<file path="config.mk">
export PLATFORM = sky130hd
export DESIGN_NAME = nrz_led_encoder
export DESIGN_NICKNAME = d
export VERILOG_FILES = /design/src/rtl/nrz_pkg.sv /design/src/rtl/nrz_bit_shaper.sv /design/src/rtl/nrz_latch_timer.sv /design/src/rtl/nrz_led_encoder.sv
export SDC_FILE = /design/constraint.sdc
export NUM_CORES = 1
export LEC_CHECK = 0
export ABC_AREA = 1
export BUFFER_PORTS_ARGS = -buffer_cell sky130_fd_sc_hd__buf_4
export CORE_MARGIN = 2
export CORE_UTILIZATION = 50
export DETAILED_ROUTE_END_ITERATION = 12
export HOLD_SLACK_MARGIN = 0.1
export PLACE_DENSITY = 0.79
export SYNTH_ARGS = -nofsm -noshare
export SYNTH_HDL_FRONTEND = slang
export SYNTH_SLANG_ARGS = --single-unit
export TNS_END_PERCENT = 30
</file>
<file path="constraint.sdc">
create_clock -name clk -period 3 [get_ports clk]
set_input_delay 0.15 -clock clk [delete_from_list [all_inputs] [get_ports clk]]
set_output_delay 0.15 -clock clk [all_outputs]
set_load 0.005 [all_outputs]
</file>
<file path="src/rtl/nrz_pkg.sv">
package nrz_pkg;

    localparam longint NS_BIT_ZERO   = 350;
    localparam longint NS_BIT_ONE    = 900;
    localparam longint NS_BIT_PERIOD = 1250;
    localparam longint NS_ZERO_LIMIT = 550;
    localparam longint US_GAP_RGB    = 50;
    localparam longint US_GAP_RGBW   = 80;

    typedef enum logic [1:0] {
        ST_IDLE,
        ST_FETCH,
        ST_SEND,
        ST_LATCH
    } enc_state_t;

    typedef struct packed {
        logic active;
        logic last_cycle;
    } shaper_stat_t;

    // nanoseconds to cycles, truncated
    function automatic int ns_floor(longint hz, longint ns);
        return int'(((hz / 1000) * ns) / 1000000);
    endfunction

    // nanoseconds to cycles, rounded to nearest
    function automatic int ns_round(longint hz, longint ns);
        return int'(((hz / 1000) * ns + 500000) / 1000000);
    endfunction

    // microseconds to cycles, rounded up so the gap is never short
    function automatic int us_ceil(longint hz, longint us);
        return int'(((hz / 1000) * us * 1000 + 999999) / 1000000);
    endfunction

    function automatic bit zero_time_ok(longint hz);
        longint z;
        z = longint'(ns_floor(hz, NS_BIT_ZERO));
        return (z >= 1) && ((z * 1000000000) / hz <= NS_ZERO_LIMIT);
    endfunction

endpackage

</file>
<file path="src/rtl/nrz_bit_shaper.sv">
module nrz_bit_shaper
    import nrz_pkg::*;
#(
    parameter int CLK_HZ = 125000000
) (
    input  logic         clk,
    input  logic         rst,
    input  logic         load,
    input  logic [7:0]   load_byte,
    output logic         line,
    output shaper_stat_t stat
);
    localparam int PERIOD = ns_round(CLK_HZ, NS_BIT_PERIOD);
    localparam int HI_ONE = ns_round(CLK_HZ, NS_BIT_ONE);
    localparam int HI_ZERO = ns_floor(CLK_HZ, NS_BIT_ZERO);
    localparam int TW = (PERIOD > 2) ? $clog2(PERIOD) : 1;
    localparam logic [TW-1:0] PER_LAST = TW'(PERIOD - 1);
    localparam logic [TW-1:0] ONE_T = TW'(HI_ONE);
    localparam logic [TW-1:0] ZERO_T = TW'(HI_ZERO);

    logic [TW-1:0] phase;
    logic [2:0]    bit_idx;
    logic [7:0]    shreg;
    logic          active;
    logic          at_period_end;

    assign at_period_end   = active && (phase == PER_LAST);
    assign stat.active     = active;
    assign stat.last_cycle = at_period_end && (bit_idx == 3'd7);
    assign line = active && (phase < (shreg[7] ? ONE_T : ZERO_T));

    always_ff @(posedge clk) begin
        if (rst) begin
            active  <= 1'b0;
            phase   <= '0;
            bit_idx <= '0;
            shreg   <= '0;
        end else if (load) begin
            active  <= 1'b1;
            phase   <= '0;
            bit_idx <= '0;
            shreg   <= load_byte;
        end else if (active) begin
            if (at_period_end) begin
                phase <= '0;
                if (bit_idx == 3'd7) begin
                    active <= 1'b0;
                end else begin
                    bit_idx <= bit_idx + 3'd1;
                    shreg   <= {shreg[6:0], 1'b0};
                end
            end else begin
                phase <= phase + TW'(1);
            end
        end
    end

    // a bit that is not the last of its byte is followed at once by a new period
    assert_bit_wrap_R2: assert property (@(posedge clk) disable iff (rst)
        (at_period_end && bit_idx != 3'd7 && !load) |=> (active && phase == '0 && line))
        else $error("bit period did not restart high");

    // the next bit sent is the following lower bit of the byte
    assert_msb_order_R3: assert property (@(posedge clk) disable iff (rst)
        (at_period_end && bit_idx != 3'd7 && !load) |=> (shreg[7] == $past(shreg[6])))
        else $error("bit order broken");

endmodule

</file>
<file path="src/rtl/nrz_latch_timer.sv">
module nrz_latch_timer
    import nrz_pkg::*;
#(
    parameter int CLK_HZ = 125000000
) (
    input  logic clk,
    input  logic rst,
    input  logic run,
    input  logic wide_mode,
    output logic expired
);
    localparam int GAP3 = us_ceil(CLK_HZ, US_GAP_RGB);
    localparam int GAP4 = us_ceil(CLK_HZ, US_GAP_RGBW);
    localparam int GAP_MAX = (GAP4 > GAP3) ? GAP4 : GAP3;
    localparam int LW = $clog2(GAP_MAX + 1);
    localparam logic [LW-1:0] LAST3 = LW'(GAP3 - 1);
    localparam logic [LW-1:0] LAST4 = LW'(GAP4 - 1);

    logic [LW-1:0] cnt;
    logic [LW-1:0] last;

    assign last    = wide_mode ? LAST4 : LAST3;
    assign expired = run && (cnt == last);

    always_ff @(posedge clk) begin
        if (rst || !run || expired) begin
            cnt <= '0;
        end else begin
            cnt <= cnt + LW'(1);
        end
    end

    // the gap counter never runs past the interval of the captured mode
    assert_gap_bound_R5: assert property (@(posedge clk) disable iff (rst)
        run |-> (cnt <= (wide_mode ? LAST4 : LAST3)))
        else $error("latch counter overran");

endmodule

</file>
<file path="src/rtl/nrz_led_encoder.sv">
module nrz_led_encoder
    import nrz_pkg::*;
#(
    parameter int CLK_HZ  = 125000000,
    parameter int COUNT_W = 10
) (
    input  logic               clk,
    input  logic               rst,
    input  logic               start,
    input  logic               rgbw_mode,
    input  logic [COUNT_W-1:0] led_count,
    input  logic [7:0]         in_data,
    input  logic               in_valid,
    output logic               in_ready,
    output logic               data_out,
    output logic               done
);
    localparam int BW = COUNT_W + 2;

    if (!zero_time_ok(CLK_HZ)) begin : g_clk_too_slow
        $error("CLK_HZ cannot meet the zero-bit high time limit");
    end

    enc_state_t    state;
    logic          mode_q;
    logic [BW-1:0] left_q;
    logic [BW-1:0] count_ext;
    logic [BW-1:0] frame_len;
    logic          take;
    logic          gap_over;
    shaper_stat_t  stat;

    assign count_ext = {2'b00, led_count};
    assign frame_len = rgbw_mode ? (count_ext << 2) : (count_ext + (count_ext << 1));

    assign in_ready = (state == ST_FETCH) ||
                      ((state == ST_SEND) && stat.last_cycle && (left_q != '0));
    assign take = in_ready && in_valid;

    always_ff @(posedge clk) begin
        if (rst) begin
            state  <= ST_IDLE;
            mode_q <= 1'b0;
            left_q <= '0;
        end else begin
            case (state)
                ST_IDLE: if (start) begin
                    mode_q <= rgbw_mode;
                    left_q <= frame_len;
                    state  <= (frame_len == '0) ? ST_LATCH : ST_FETCH;
                end
                ST_FETCH: if (in_valid) begin
                    left_q <= left_q - BW'(1);
                    state  <= ST_SEND;
                end else begin
                    state <= ST_LATCH;
                end
                ST_SEND: if (stat.last_cycle) begin
                    if (take) begin
                        left_q <= left_q - BW'(1);
                    end else begin
                        state <= ST_LATCH;
                    end
                end
                ST_LATCH: if (gap_over) begin
                    state <= ST_IDLE;
                end
                default: state <= ST_IDLE;
            endcase
        end
    end

    nrz_bit_shaper #(.CLK_HZ(CLK_HZ)) u_shaper (
        .clk       (clk),
        .rst       (rst),
        .load      (take),
        .load_byte (in_data),
        .line      (data_out),
        .stat      (stat)
    );

    nrz_latch_timer #(.CLK_HZ(CLK_HZ)) u_gap (
        .clk       (clk),
        .rst       (rst),
        .run       (state == ST_LATCH),
        .wide_mode (mode_q),
        .expired   (gap_over)
    );

    assign done = gap_over;

    // line rests low while idle
    assert_idle_low_R1: assert property (@(posedge clk) disable iff (rst)
        (state == ST_IDLE) |-> (!data_out && !in_ready))
        else $error("idle output not low");

    // an accepted byte starts a bit with the line high
    assert_load_high_R2: assert property (@(posedge clk) disable iff (rst)
        take |=> data_out)
        else $error("bit did not start high");

    // no gap between bytes while sending
    assert_no_gap_R3: assert property (@(posedge clk) disable iff (rst)
        (state == ST_SEND) |-> stat.active)
        else $error("shaper idle during frame");

    // latch interval is low
    assert_gap_low_R5: assert property (@(posedge clk) disable iff (rst)
        (state == ST_LATCH) |-> !data_out)
        else $error("line high during latch");

    // done is a single cycle and returns to idle
    assert_done_pulse_R8: assert property (@(posedge clk) disable iff (rst)
        done |=> (!done && state == ST_IDLE))
        else $error("done not a single pulse");

endmodule

</file>
# After elaboration in Yosys (flattened, before gate mapping)
# Cells that the tools add are included.
[totals]
ff_bits = 49
inputBits = 23
out_inout_bits = 3
wordCells = 75
[classes]
add_sub_neg = 5
order_cmp = 1
eq_ne = 13
mux = 24
bitwise_logic = 1
n_reduce_logical = 23
[op_table]
columns = ["op", "n"]
rows = [
  ["$mux 12", 5],
  ["$mux 8", 5],
  ["$pmux 12 s3", 1],
  ["$add 14x1->14 const B", 1],
  ["$eq 14x14->1", 1],
  ["$mux 14", 1],
  ["$ne 2x2->1 const B", 7],
  ["$add 10x11->12", 1],
  ["$logic_not 12->1", 1],
  ["$reduce_bool 12->1", 1],
  ["$sub 12x1->12 const B", 1],
  ["$mux 2", 5],
  ["$add 8x1->8 const B", 1],
  ["$eq 8x8->1 const B", 1],
  ["$lt 8x8->1", 1],
  ["$pmux 2 s4", 1],
  ["$logic_and 1x1->1", 7],
  ["$mux 7", 1],
  ["$reduce_and 3->1", 2],
  ["$mux 1", 5],
  ["$reduce_and 5->1", 1],
  ["$eq 2x2->1 const B", 2],
  ["$reduce_and 4->1", 1],
  ["$reduce_bool 2->1", 2],
  ["other kinds (10)", 12],
]

# Longest topological paths before layout
[depth]
ltp_word = 10
depth_mapped = 16
depth_no_buf = 16

# Hierarchy
# From an unflattened synthesis, not the netlist that was laid out.
[unflattened]
hier_cells = 577
area_unflattened_um2 = 3626.0
[by_module_without_submodules]
columns = ["mod", "instances", "cells_per_inst", "area_each_um2", "seq_area_each_um2"]
rows = [
  ["nrz_led_encoder", 1, 302, 1742.9, 300.3],
  ["nrz_bit_shaper", 1, 158, 1122.3, 400.4],
  ["nrz_latch_timer", 1, 117, 760.7, 280.3],
]

# Worst setup path before layout
# No wires, ideal clock.
[synth_path]
kind = "register to register"
startpoint = "register state[0]"
endpoint = "register left_q[2]"
arrival_time_ns = 1.770
required_ns = 2.931
path_slack_ns = 1.161
path_stages_with_launch = 9
n_path_buf = 2
period_less_slack_ns = 1.839
path_cell_list = "dfxtp_1 > inv_1 > ha_1 > clkbuf_1 > clkinv_1 > clkbuf_1 > a22oi_1 > nand2_2 > a21oi_2"
[synth_via]
elab_chain_cells = 7
word_cells_on_any_way = 14
cone_classes = "6 x eq/ne; 1 x mux; 7 x reduce/logical"
[synth_rtl]
columns = ["item", "line_no", "rtl"]
rows = [
  ["from (decl)", "nrz_led_encoder.sv:24", "enc_state_t state;"],
  ["from (signal assigned)", "nrz_led_encoder.sv:50", "state <= (frame_len == '0) ? ST_LATCH : ST_FETCH;"],
  ["$eq 2x2->1", "nrz_led_encoder.sv:37, nrz_led_encoder.sv:46", ""],
  ["$logic_and 1x1->1 (2 in a row)", "nrz_led_encoder.sv:37", "((state == ST_SEND) && stat.last_cycle && (left_q != '0));"],
  ["$logic_or 1x1->1", "nrz_led_encoder.sv:36", "assign in_ready = (state == ST_FETCH) ||"],
  ["$logic_and 1x1->1", "nrz_led_encoder.sv:38", "assign take = in_ready && in_valid;"],
  ["$ne 2x2->1 (no source line)", "-", ""],
  ["$reduce_and 5->1 (no source line)", "-", ""],
  ["to (signal assigned)", "nrz_led_encoder.sv:49", "left_q <= frame_len;"],
  ["to (signal assigned)", "nrz_led_encoder.sv:53", "left_q <= left_q - BW'(1);"],
  ["to (signal assigned)", "nrz_led_encoder.sv:60", "left_q <= left_q - BW'(1);"],
  ["to (decl)", "nrz_led_encoder.sv:26", "logic [BW-1:0] left_q;"],
]
# Parallel ways exist; a longest one is shown, timed or not.
# A chain may end at the register's enable or synchronous reset.

# Worst setup path after layout
[layout_path]
startpoint = "register left_q[0]"
endpoint = "register left_q[11]"
[layout_via]
elab_chain_cells = 6
word_cells_on_any_way = 11
cone_classes = "1 x add/sub; 1 x eq/ne; 4 x mux; 5 x reduce/logical"
[layout_rtl]
columns = ["item"]
rows = [
  ["parallel branches: the longest is 6 deep, another holds $sub 12x1->12"],
]
# Parallel ways; which one is timed is not known. The select of a mux whose other input is x is not followed.

==> results.cfg <==
[status]
status = finished, final reports clean

[route]
drc = 0
final_antenna_net_count = 0
viasPerCell = 5.26
drtIter0Drc = 182
drt_wl_total_um = 7400
avgRoutedWirePerCell_um = 11.8
dr.pass1.iters = 4
via_count = 3299

[critical_path]
slowest_delay_ns = 0.33
r2r_end = left_q[11]
worst_setup_path_start_kind = register
cp_max_fo = 20
path_class = register to register
cp_slowest_cell = dfxtp_1
r2r-start = left_q[0]
endpoint = left_q[11]
rrSetupSlack_ns = 0.81
worst-path-buf-inv = 3
rr_worst_depth = 16
crit_start = left_q[0]
crit_top_cell = nand2_1
crit_chain = inv_1 > ha_1 > inv_1 > nor2_2 > nand2_1 > nor2_1 > nand2_1 > nand3_1 > nand2_2 > nand2_2 > nand2_2 > nand2_4 > inv_4 > nand2_1 > nand2_1 > nor2_1
cp.depth = 16
cp-end-kind = register
cp.required_ns = 3.24
cpLargestDelayFamily = simple AND/OR/NAND/NOR gates
critPathArrivalTime_ns = 2.43

[power]
p_leak_nw = 1.65
p_per_area_mw_per_mm2 = 696
clkPwrFrac_pct = 18.4
ir_worst_vdd_v = 0.000366
switching_share_pct = 44.1
seq_power_share_pct = 32.3
power_mw = 2.63
intPower_mw = 1.47
switchingPower_mw = 1.16
combPwrFrac_pct = 49.3

[logic_synthesis]
synth_top_cell_by_area = dfxtp_1
netlist-cell-type-count = 41
synthTopCellsByArea = dfxtp_1, nand2_1, ha_1, nand3_1, nor2_1
yosys_warnings = 0
synth_nets = 575
synth_cells = 526
synthTopCellsByCount = nand2_1, nor2_1, inv_1
netlist_area_mm2 = 0.00346
netlist.area_leader.share_pct = 28.4
synth-edff-count = 0
syn_area_per_cell_um2 = 6.57
yosysMostFrequentCell = nand2_1
async_flop_share_pct = 0
synth_seq_cells = 49
synth_seq_area_share_pct = 28.4
synthFlopType = dfxtp_1

[placed_design]
portBuffers = 25
place_area_mm2 = 0.00365
hpwl_um = 5630
gp_congestion = 0.825
dp_slack_ns = 0.822

[final_layout]
fin_area_mm2 = 0.00377
area_growth_pct = 9.20
nets = 595
layout-drive-gt1-share_pct = 11.2
diodes = 0

[floorplan]
row_count = 30
die_h_um = 87.1
die_w_um = 87.1
start_util_pct = 51.1
core_mm2 = 0.00676
dieArea_mm2 = 0.00759
ios = 26

[clocking]
htree_levels = 2
clkLatencyLatePin_ns = 0.30
numCtsBuffers = 5
cts_tree = yes
clock_path_buffers = 2
post_cts_buffers = 0
clock_sinks = 49
clk_pin_slew_ns = 0.09
cts_root_buf = clkbuf_8

[global_routing]
grt_use_total_pct = 20.2
grt_max_degree = 21
first_global_vias = 2966
grt_pass1_wl_um = 12600
grt_overflow_total = 0
antenna_found_initial = 0

[sta]
setup-violations-final = 0
fin_skew_ns = 0.00886
fmax_ghz = 0.457
post-route-min-period_ns = 2.19
final_hold_viol_count = 0
fin_crit_sh_pct = 72.9
tns_ns = 0
timing.slew.headroom_pct = 63.3
hold_slack_ns = 0.106
rsz0062_at_grt = false
worst_pin_slew_ns = 0.549
worst_slack_ns = 0.813
finalMaxSlewViolations = 0

[min_path]
hp-start = in_data[0]
hp-class = input port to register

[job]
cap_violations = 0
[per-stage QoR]
stage	utilization, %	cells
finish	55.9	627
global route	55.9	627
CTS	55.9	627
detailed placement	54.0	618
global placement	54.0	618
floorplan	-	526
[placed cells by master (no fill, tap or decap), types with 3 or more instances in the layout]
cell,instances
a21oi_1,25
a21oi_2,7
a31oi_1,12
buf_4,25
clkbuf_8,5
dfxtp_1,49
ha_1,25
inv_1,58
nand2_1,139
nand2_2,10
nand3_1,57
nand4_1,3
nor2_1,62
nor2_2,3
nor3_1,12
nor3_2,3
nor3b_1,5
o21ai_0,11
xnor2_1,3
xor2_1,6
[registers in the layout, indices dropped and copies added (netlist names)]
signal / flops
left_q: 12
mode_q: 1
state: 2
u_gap.cnt: 14
u_shaper.active: 1
u_shaper.bit_idx: 3
u_shaper.phase: 8
u_shaper.shreg: 8
[power groups by stage]
stage / Clock, mW / Sequential [mW] / Combinational, mW
2_1_floorplan: 0 / 0.837 / 1.14
3_3_place_gp: 0 / 0.855 / 1.26
3_5_place_dp: 0 / 0.858 / 1.29
4_1_cts: 0.491 / 0.846 / 1.29
5_1_grt: 0.514 / 0.863 / 1.48
6_report: 0.482 / 0.848 / 1.30
[layout make-up]
class | instances | area [µm²]
timing repair buffer | 26 | 198
clock inverter | 3 | 43.8
tap | 80 | 100
clock buffer | 5 | 68.8
fill | 655 | 2980
sequential | 49 | 981
multi-input combinational | 402 | 2150
inverter | 62 | 235
[tightest hold or removal path, cell delays in order]
cell and delay [ns]:
buf_4 0.11, nand2_1 0.05, a21oi_1 0.06
[worst min path at each step]
stage	to	depth (start not counted)
after floorplan	mode_q	1
after global placement	mode_q	2
after detailed placement	mode_q	2
after CTS	u_shaper.shreg[0]	3
after global routing	u_shaper.shreg[0]	3
final	u_shaper.shreg[0]	3
[kinds of logic after synthesis]
family / share of synthesized area, %
compound gates: 11.7
xor+xnor: 2.28
fa+ha+maj: 9.63
buf+inv: 9.49
flops: 28.4
simple gates: 38.6
[timing repair]
| item | in CTS | in global routing |
|---|---|---|
| hold endpoints to repair | 1 | 0 |
| hold buffers | 1 | 0 |
| gates resized for setup | 0 | 0 |
[per-layer routing]
layer / vias up / wire [µm] / GRT usage [%]
met4: 0 / 56 / 3.92
met1: 1480 / 3390 / 24.9
met5: - / 0 / 0
met2: 58 / 3720 / 37.3
li1: 1756 / - / -
met3: 5 / 232 / 3.13
Power figures use the tool's default switching activity.
